===== config.mk =====
export PLATFORM = sky130hd
export DESIGN_NAME = smem_read_seq
export DESIGN_NICKNAME = d
export VERILOG_FILES = /design/src/rtl/smem_seq_pkg.sv /design/src/rtl/smem_timing_reg.sv /design/src/rtl/smem_phase_fsm.sv /design/src/rtl/smem_read_seq.sv
export SDC_FILE = /design/constraint.sdc
export NUM_CORES = 1
export LEC_CHECK = 0
export CAP_MARGIN = 20
export CORE_ASPECT_RATIO = 1.5
export CORE_MARGIN = 3
export CORE_UTILIZATION = 53
export CTS_CLUSTER_DIAMETER = 120
export DETAILED_ROUTE_END_ITERATION = 7
export PLACE_DENSITY = 0.95
export RECOVER_POWER = 25
export SYNTH_ARGS = -nofsm -noshare
export SYNTH_HDL_FRONTEND = slang
export SYNTH_SLANG_ARGS = --single-unit
export TNS_END_PERCENT = 5

===== constraint.sdc =====
create_clock -name clk -period 6.84 [get_ports clk]
set_clock_uncertainty 0.05 [all_clocks]
set_input_delay 1.71 -clock clk [delete_from_list [all_inputs] [get_ports clk]]
set_output_delay 1.71 -clock clk [all_outputs]
set_load 0.02 [all_outputs]

===== src/rtl/smem_seq_pkg.sv =====
package smem_seq_pkg;

   localparam int CFG_W = 15;
   localparam logic [CFG_W-1:0] CFG_RESET = 15'h0700;

   typedef enum logic [2:0] {
      PH_IDLE, PH_ASET, PH_CSET, PH_ACC, PH_PACC, PH_CHOLD, PH_AHOLD
   } phase_e;

   // field order is the bit layout, most significant first
   typedef struct packed {
      logic [1:0] aset;
      logic [1:0] cset;
      logic [2:0] acc;
      logic [1:0] chold;
      logic [1:0] ahold;
      logic [1:0] pacc;
      logic [1:0] pcnt;
   } timing_t;

   function automatic logic [3:0] dec_short(input logic [1:0] c);
      case (c)
         2'd0:    return 4'd0;
         2'd1:    return 4'd1;
         2'd2:    return 4'd2;
         default: return 4'd4;
      endcase
   endfunction

   function automatic logic [3:0] dec_acc(input logic [2:0] c);
      case (c)
         3'd0:    return 4'd1;
         3'd1:    return 4'd2;
         3'd2:    return 4'd3;
         3'd3:    return 4'd4;
         3'd4:    return 4'd6;
         3'd5:    return 4'd8;
         3'd6:    return 4'd10;
         default: return 4'd14;
      endcase
   endfunction

   function automatic logic [3:0] dec_pacc(input logic [1:0] c);
      case (c)
         2'd0:    return 4'd2;
         2'd1:    return 4'd3;
         2'd2:    return 4'd4;
         default: return 4'd6;
      endcase
   endfunction

   // index of the final word in a burst
   function automatic logic [3:0] dec_last(input logic [1:0] c);
      case (c)
         2'd0:    return 4'd0;
         2'd1:    return 4'd3;
         2'd2:    return 4'd7;
         default: return 4'd15;
      endcase
   endfunction

endpackage


===== src/rtl/smem_timing_reg.sv =====
module smem_timing_reg
   import smem_seq_pkg::*;
#(
   parameter bit PAGE_EN = 1'b1
) (
   input  logic             clk,
   input  logic             rst_n,
   input  logic             we,
   input  logic [CFG_W-1:0] wdata,
   output logic [CFG_W-1:0] cfg_q
);

   logic [CFG_W-1:0] wval;

   generate
      if (PAGE_EN) begin : g_page
         assign wval = wdata;
      end else begin : g_nopage
         assign wval = {wdata[CFG_W-1:4], 4'b0000};
      end
   endgenerate

   always_ff @(posedge clk or negedge rst_n) begin
      if (!rst_n)  cfg_q <= CFG_RESET;
      else if (we) cfg_q <= wval;
   end

endmodule


===== src/rtl/smem_phase_fsm.sv =====
module smem_phase_fsm
   import smem_seq_pkg::*;
(
   input  logic             clk,
   input  logic             rst_n,
   input  logic             req,
   input  logic [CFG_W-1:0] cfg_q,
   output phase_e           phase,
   output logic [3:0]       beat_idx,
   output logic             data_end
);

   timing_t snap_q, use_t;
   phase_e  ph_q, ph_d, nxt;
   logic [3:0] cnt_q, cnt_d, idx_q, idx_d;
   logic adv;

   // in idle the live register decides the first phase, afterwards the snapshot
   assign use_t = (ph_q == PH_IDLE) ? timing_t'(cfg_q) : snap_q;

   function automatic logic [3:0] len_of(input phase_e p, input timing_t t);
      case (p)
         PH_ASET:  return dec_short(t.aset);
         PH_CSET:  return dec_short(t.cset);
         PH_ACC:   return dec_acc(t.acc);
         PH_PACC:  return dec_pacc(t.pacc);
         PH_CHOLD: return dec_short(t.chold);
         PH_AHOLD: return dec_short(t.ahold);
         default:  return 4'd0;
      endcase
   endfunction

   always_comb begin
      ph_d  = ph_q;
      cnt_d = cnt_q;
      idx_d = idx_q;
      nxt   = PH_IDLE;
      adv   = 1'b0;
      case (ph_q)
         PH_IDLE: begin
            if (req) begin
               adv   = 1'b1;
               idx_d = 4'd0;
               nxt   = (use_t.aset != 2'd0) ? PH_ASET :
                       (use_t.cset != 2'd0) ? PH_CSET : PH_ACC;
            end
         end
         default: begin
            if (cnt_q != 4'd0) begin
               cnt_d = cnt_q - 4'd1;
            end else begin
               adv = 1'b1;
               case (ph_q)
                  PH_ASET: nxt = (use_t.cset != 2'd0) ? PH_CSET : PH_ACC;
                  PH_CSET: nxt = PH_ACC;
                  PH_ACC, PH_PACC: begin
                     if (idx_q != dec_last(use_t.pcnt)) begin
                        nxt   = PH_PACC;
                        idx_d = idx_q + 4'd1;
                     end else begin
                        nxt = (use_t.chold != 2'd0) ? PH_CHOLD :
                              (use_t.ahold != 2'd0) ? PH_AHOLD : PH_IDLE;
                     end
                  end
                  PH_CHOLD: nxt = (use_t.ahold != 2'd0) ? PH_AHOLD : PH_IDLE;
                  default:  nxt = PH_IDLE;
               endcase
            end
         end
      endcase
      if (adv) begin
         ph_d  = nxt;
         cnt_d = (nxt == PH_IDLE) ? 4'd0 : len_of(nxt, use_t) - 4'd1;
      end
   end

   always_ff @(posedge clk or negedge rst_n) begin
      if (!rst_n) begin
         ph_q   <= PH_IDLE;
         cnt_q  <= 4'd0;
         idx_q  <= 4'd0;
         snap_q <= timing_t'(CFG_RESET);
      end else begin
         ph_q  <= ph_d;
         cnt_q <= cnt_d;
         idx_q <= idx_d;
         if (ph_q == PH_IDLE && req) snap_q <= timing_t'(cfg_q);
      end
   end

   assign phase    = ph_q;
   assign beat_idx = idx_q;
   assign data_end = (ph_q == PH_ACC || ph_q == PH_PACC) && (cnt_q == 4'd0);

endmodule


===== src/rtl/smem_read_seq.sv =====
module smem_read_seq
   import smem_seq_pkg::*;
#(
   parameter int AW      = 20,
   parameter int DW      = 16,
   parameter bit PAGE_EN = 1'b1
) (
   input  logic             clk,
   input  logic             rst_n,
   input  logic             cfg_we,
   input  logic [CFG_W-1:0] cfg_wdata,
   output logic [CFG_W-1:0] cfg_rdata,
   input  logic [1:0]       width_strap,
   input  logic             endian_strap,
   output logic [1:0]       bank_width,
   output logic             bank_big_endian,
   input  logic             req,
   input  logic [AW-1:0]    req_addr,
   output logic             busy,
   output logic             ready,
   output logic [DW-1:0]    rdata,
   output logic [AW-1:0]    mem_addr,
   output logic             mem_addr_valid,
   output logic             mem_cs_n,
   output logic             mem_oe_n,
   input  logic [DW-1:0]    mem_rdata
);

   localparam int BEAT_W = 4;

   generate
      if (AW < BEAT_W + 1) begin : g_bad_aw
         $error("smem_read_seq: AW must cover a 16-word page");
      end
      if (DW < 1) begin : g_bad_dw
         $error("smem_read_seq: DW must be positive");
      end
   endgenerate

   phase_e            phase;
   logic [BEAT_W-1:0] beat_idx;
   logic              data_end;
   logic [AW-1:0]     base_q;
   logic [CFG_W-1:0]  cfg_q;

   smem_timing_reg #(.PAGE_EN(PAGE_EN)) u_treg (
      .clk   (clk),
      .rst_n (rst_n),
      .we    (cfg_we),
      .wdata (cfg_wdata),
      .cfg_q (cfg_q)
   );

   smem_phase_fsm u_fsm (
      .clk      (clk),
      .rst_n    (rst_n),
      .req      (req),
      .cfg_q    (cfg_q),
      .phase    (phase),
      .beat_idx (beat_idx),
      .data_end (data_end)
   );

   always_ff @(posedge clk or negedge rst_n) begin
      if (!rst_n) begin
         base_q <= '0;
         rdata  <= '0;
         ready  <= 1'b0;
      end else begin
         if (phase == PH_IDLE && req) base_q <= req_addr;
         if (data_end) rdata <= mem_rdata;
         ready <= data_end;
      end
   end

   assign busy           = (phase != PH_IDLE);
   assign mem_addr_valid = busy;
   assign mem_addr       = busy ? base_q + AW'(beat_idx) : '0;
   assign mem_cs_n       = !(phase == PH_CSET || phase == PH_ACC ||
                             phase == PH_PACC || phase == PH_CHOLD);
   assign mem_oe_n       = !(phase == PH_ACC || phase == PH_PACC);

   assign cfg_rdata       = cfg_q;
   assign bank_width      = width_strap;
   assign bank_big_endian = endian_strap;

endmodule


After elaboration in Yosys (flattened, before gate mapping)
Cells that the tools add are included.
- multiplexer cells: 35
- reduce and logical (&&, ||, !) cells: 30
- eq/ne operators: 33
- $add $sub $neg: 4
- operator list (operator ; count):
    $mux 4 ; 13
    $pmux 3 s3 ; 5
    $pmux 4 s7 ; 1
    $eq 3x3->1 const B ; 8
    $pmux 4 s6 ; 1
    $mux 3 ; 7
    $add 20x4->20 ; 1
    $mux 20 ; 1
    $eq 3x2->1 const B ; 6
    $mux 15 ; 1
    $reduce_bool 2->1 ; 7
    $eq 2x1->1 const B ; 6
    $eq 2x2->1 const B ; 6
    $logic_not 2->1 ; 6
    $pmux 3 s4 ; 1
    $pmux 4 s3 ; 1
    $eq 3x1->1 const B ; 3
    $logic_not 3->1 ; 3
    $sub 4x1->4 const B ; 2
    $add 4x1->4 const B ; 1
    $logic_not 4->1 ; 1
    $logic_or 1x1->1 ; 4
    $mux 1 ; 4
    $ne 2x2->1 const B ; 2
    9 further kinds ; 11
- input bits: 58
- output and inout port bits: 59
- logic and storage cells: 116
- register bits: 78

Logic depth before layout (Yosys ltp)
- depth in word-level cells: 18
- mapped depth: 13
- depth with buffers taken out: 12

Hierarchy
From an unflattened synthesis, not the netlist that was laid out.
- cells, all modules: 456
- area total of the unflattened synthesis: 4668.2 µm²
- by module, submodules not included (module ; cells each ; area an instance (µm²) ; sequential area each (µm²) ; instances):
    smem_phase_fsm ; 233 ; 2026.9 ; 654.4 ; 1
    smem_read_seq ; 191 ; 2024.4 ; 925.9 ; 1
    smem_timing_reg ; 32 ; 616.8 ; 379.1 ; 1

Least setup slack after synthesis
No wires, ideal clock.
- path type: register to output
- from: register u_fsm.idx_q[0], in the netlist u_fsm.beat_idx[0]
- to: output mem_addr[18]
- path slack: 2.749 ns
- required time: 5.080 ns
- stages on the path, launching flop included: 12
- path buffers: 0
- arrival time: 2.331 ns
- cells stage by stage: dfrtp_1 -> ha_1 -> inv_1 -> fa_1 -> nor2b_1 -> o21ai_0 -> nand2b_1 -> nand2_1 -> nor3_1 -> nand3_1 -> xor2_1 -> nor2_1
- longest elaborated chain between the ends: 2
- ends and longest elaborated chain (element ; RTL line ; source):
    from (decl) ; smem_phase_fsm.sv:15 ; logic [3:0] cnt_q, cnt_d, idx_q, idx_d;
    from (signal assigned) ; smem_phase_fsm.sv:86 ; idx_q <= idx_d;
    $add 20x4->20 ; smem_read_seq.sv:78 ; assign mem_addr = busy ? base_q + AW'(beat_idx) : '0;
    $mux 20 ; smem_read_seq.sv:78 ;
    to (decl) ; smem_read_seq.sv:22 ; output logic [AW-1:0] mem_addr,
No other way between the ends.

Worst setup path after layout
Ends and elaborated chain as after synthesis.

==> results.md <==
- Status: finished, violations left
- Failing checks: max-capacitance violations, max-slew violations
- Slew HR: -167.4%
- Final non-filler cell total: between 600 and 700
- Clock sinks: 78
- Fin nets: 630
- Die width: 81.17 um
- Initial antenna violation count: 0
- Final setup violation count: 0
- Post-synth EDFFs: 0
- Largest cells by area after synthesis: dfrtp_1 (40%), mux2_2 (12%), nand2_1 (5.8%)
- Distinct cells, synth: 63
- Die Span Y: approximately 120 um
- Slew @ Worst Pin: 4.011 ns
- Hold_buf cts: 0
- Drt first pass iters: 6
- Worst stage delay on the critical path: ~0.61 ns
- Diodes inserted: 0
- Type of origin of the critical path: flip-flop
- I/O pin count: between 100 and 150
- Post-synth top area share: ~40%
- Syn nets: 530
- Achievable Freq: 190.9 MHz
- Dpl cells: between 600 and 700
- Fin crit share: about 77%
- Area of the multi-input gates: between 0.002 and 0.0025 mm^2
- Comb pwr share: a little under three fifths
- Leakage: about 2.5 nW
- Port bufs: 110
- Total grt overflow: 0
- Worst-path clk slew: around 0.06 ns
- Mapped cell area: between 0.004 and 0.005 mm^2
- Worst Hold Class: reg2reg
- DRC violations left: 0
- Flop-to-flop setup slack: ~2.8 ns
- P_int: approximately 0.0016 W
- WP data required: about 5.1 ns
- Total negative slack: 0 ns
- Filler Cell Count: 575
- GRT Total Usage: approximately a quarter
- Min Tclk post-route: roughly 5.2 ns
- CTS root buf: clkbuf_16
- Die ar.: between 0.009 and 0.01 mm^2
- Antenna Violating Nets Remaining: 0
- Routed len/inst: about 17 um
- DP Worst Slack: between 1.5 and 2 ns
- Total CTS buffers: 9
- CTS tree: built
- Kind of critical path: reg2out
- Hold Vio Cnt, Final: 0
- Vias in the first global route: between 4000 and 5000
- Worst Setup End Kind: output port
- DP Wirelength: around 8.5 mm
- Critical path launch point: u_fsm.beat_idx[0]$_DFFE_PN0P_
- Worst hold margin: ~0.42 ns
- Core footprint: 0.008108 mm^2
- Reg area: just under 0.002 mm^2
- Iteration-0 DRC Markers: ~280
- First-pass GRT wire length: between 15 and 20 mm
- GPL Wtd Cong: between 0.9 and 1
- Max-Cap Viols: 1
- Post-synth top flop: dfrtp_1
- Maximum vdd drop: 364.8 uV
- Starting Density: between 50% and 60%
- RSZ-0062 raised after global routing: false
- Pwr Density: ~480 mW/mm^2
- Proportion of layout cells with a drive suffix above 1: a little over an eighth
- Switch Pwr: about 0.0012 W
- RR Startpoint: u_fsm.phase[1]$_DFFE_PN0N_
- Post-CTS Resized: 0
- Avg Cell Area, Syn: a little under 10 um^2
- Switching part of the total: 42.49%
- Detailed-route vias per instance: 5.858
- Leading area contributor after synthesis: dfrtp_1
- Clock power frac: between 10 and 15%
- Cell Chain, Critical Path: ha_1 -> inv_1 -> fa_1 -> nor2b_1 -> o21ai_0 -> nand2b_1 -> nand2_1 -> nor3_1 -> nand3_1 -> xor2_1 -> nor2_1 -> clkdlybuf4s50_1
- Drt total wl: approximately 12 mm
- CP max FO: 7
- Slew Limit Fails: 79
- Register area share after synthesis: between 40% and 50%
- Reg2reg end: u_fsm.cnt_q[2]$_DFFE_PN0P_
- Vias: roughly 3900
- R2R depth: 12
- H-tree Lvls: 3
- Synth Warn #: 0
- Hold Startpoint: rdata[13]$_DFFE_PN0P_
- Sequential power share: between 30% and 40%
- Num rows: 40
- Bufs on Longest Clock Path: 2
- Critical path arrival: 3.48 ns
- Setup Buffers After CTS: 0
- Slowest-stage cell, CP: clkdlybuf4s50_1
- Mapped Cells: around 460
- Ys async rst share: 100.0%
- Clk_lat worst skew: 0.33 ns
- Largest net degree at the start of global routing: 79
- PnR worst setup slack: around 1.6 ns
- Layout area overhead: 30.67%
- #FFs+latches synth: 78
- Critical Path End: mem_addr[18]
[Yosys cell counts (6+ instances only)]
cell / instances
xnor2_1: 10
buf_1: 6
mux2_2: 48
o21ai_0: 16
nor2_1: 40
nand3_1: 15
nand2b_1: 6
xor2_1: 13
nand2_1: 69
nor3b_1: 10
and3_1: 7
a31oi_1: 6
nor3_1: 17
clkbuf_1: 11
ha_1: 7
dfrtp_1: 72
dfstp_2: 6
inv_1: 11
a21oi_1: 12
[power groups by stage]
stage          registers (W)  logic (W)  clock network [W]
4_1_cts             0.000852    0.00156           0.000422
2_1_floorplan       0.000855    0.00100                  0
3_3_place_gp        0.000843    0.00150                  0
5_1_grt             0.000889    0.00168           0.000445
6_report            0.000858    0.00156           0.000417
3_5_place_dp        0.000857    0.00155                  0
[metrics by stage]
stage	instance area [um^2]	power [W]	util, %
5_1_grt	5869	0.003016	72.39
4_1_cts	5877	0.002834	72.48
6_report	5869	0.002837	72.39
3_5_place_dp	5623	0.002408	69.35
3_3_place_gp	5623	0.002342	69.35
2_1_floorplan	4492	0.001857	-
[state kept, by name, indices dropped and copies added (netlist names)]
signal          cells
u_fsm.phase         3
rdata              16
u_fsm.snap_q       15
u_fsm.beat_idx      4
u_fsm.cnt_q         4
ready               1
u_treg.cfg_q       15
base_q             20
[cell type report]
cell class	instances	area share [%]
Tap cell	105	2.238
Clock inverter	2	0.1705
Inverter	13	0.8314
Timing Repair Buffer	113	18.97
Sequential cell	78	33.38
Clock buffer	14	4.157
Multi-Input combinational cell	349	40.25
[routing by layer]
| layer | wire [um] | global-route usage, % |
|---|---|---|
| met5 | 0 | 0 |
| met3 | 621 | 4.878 |
| met2 | 6425 | 44.44 |
| met1 | 4152 | 29.09 |
| met4 | 473 | 13.85 |
[worst min path at each step]
| stage | slack (ns) | to | depth (start not counted) |
|---|---|---|---|
| floorplan | 0.40 | u_fsm.snap_q[13]$_DFFE_PN0P_ | 2 |
| global placement | 0.41 | rdata[12]$_DFFE_PN0P_ | 2 |
| detailed placement | 0.41 | rdata[11]$_DFFE_PN0P_ | 2 |
| CTS | 0.43 | rdata[11]$_DFFE_PN0P_ | 2 |
| global route | 0.44 | rdata[13]$_DFFE_PN0P_ | 2 |
| finish | 0.42 | rdata[13]$_DFFE_PN0P_ | 2 |
[critical path, delay by kind of cell (launching register included)]
kind	cells	cell delay (ns)
and+or+nand+nor	6	1.12
AOI/OAI and AO/OA	1	0.10
adders and majority gates	2	0.61
xor gates and xnor gates	1	0.19
DFF	1	0.46
buffers and inverters	2	0.67
[cells by family (layout without fill, tap and decap cells)]
| logic type | after synthesis | after routing | share of synthesized area [%] |
|---|---|---|---|
| buffers and inverters | 37 | 142 | 3.788 |
| adders and majority gates | 8 | 8 | 2.395 |
| AOI/OAI and AO/OA | 74 | 74 | 12.12 |
| muxes | 50 | 50 | 12.51 |
| and+or+nand+nor | 194 | 194 | 21.09 |
| DFF | 78 | 78 | 43.62 |
| xor gates and xnor gates | 23 | 23 | 4.485 |
[layout by cell type, fill, tap and decap left out, drive strengths merged, types with 3 or more instances in the layout]
master / Yosys / final
mux2: 49 / 49
inv: 12 / 12
a31oi: 6 / 6
o311ai: 3 / 3
a211oi: 6 / 6
ha: 7 / 7
dfrtp: 72 / 72
nand4: 5 / 5
xor2: 13 / 13
a21o: 3 / 3
clkbuf: 11 / 16
nand2: 69 / 69
o31a: 4 / 4
o21a: 5 / 5
and3: 7 / 7
clkinv: 1 / 3
clkdlybuf4s50: 0 / 109
nor2b: 4 / 4
a21oi: 12 / 12
xnor2: 10 / 10
nor3b: 10 / 10
dfstp: 6 / 6
o21ai: 18 / 18
nand3b: 4 / 4
and2: 3 / 3
or3: 4 / 4
nor3: 18 / 18
nor2: 41 / 41
nand2b: 6 / 6
nand3: 15 / 15
Note: power is estimated with default switching activity, not from simulation.
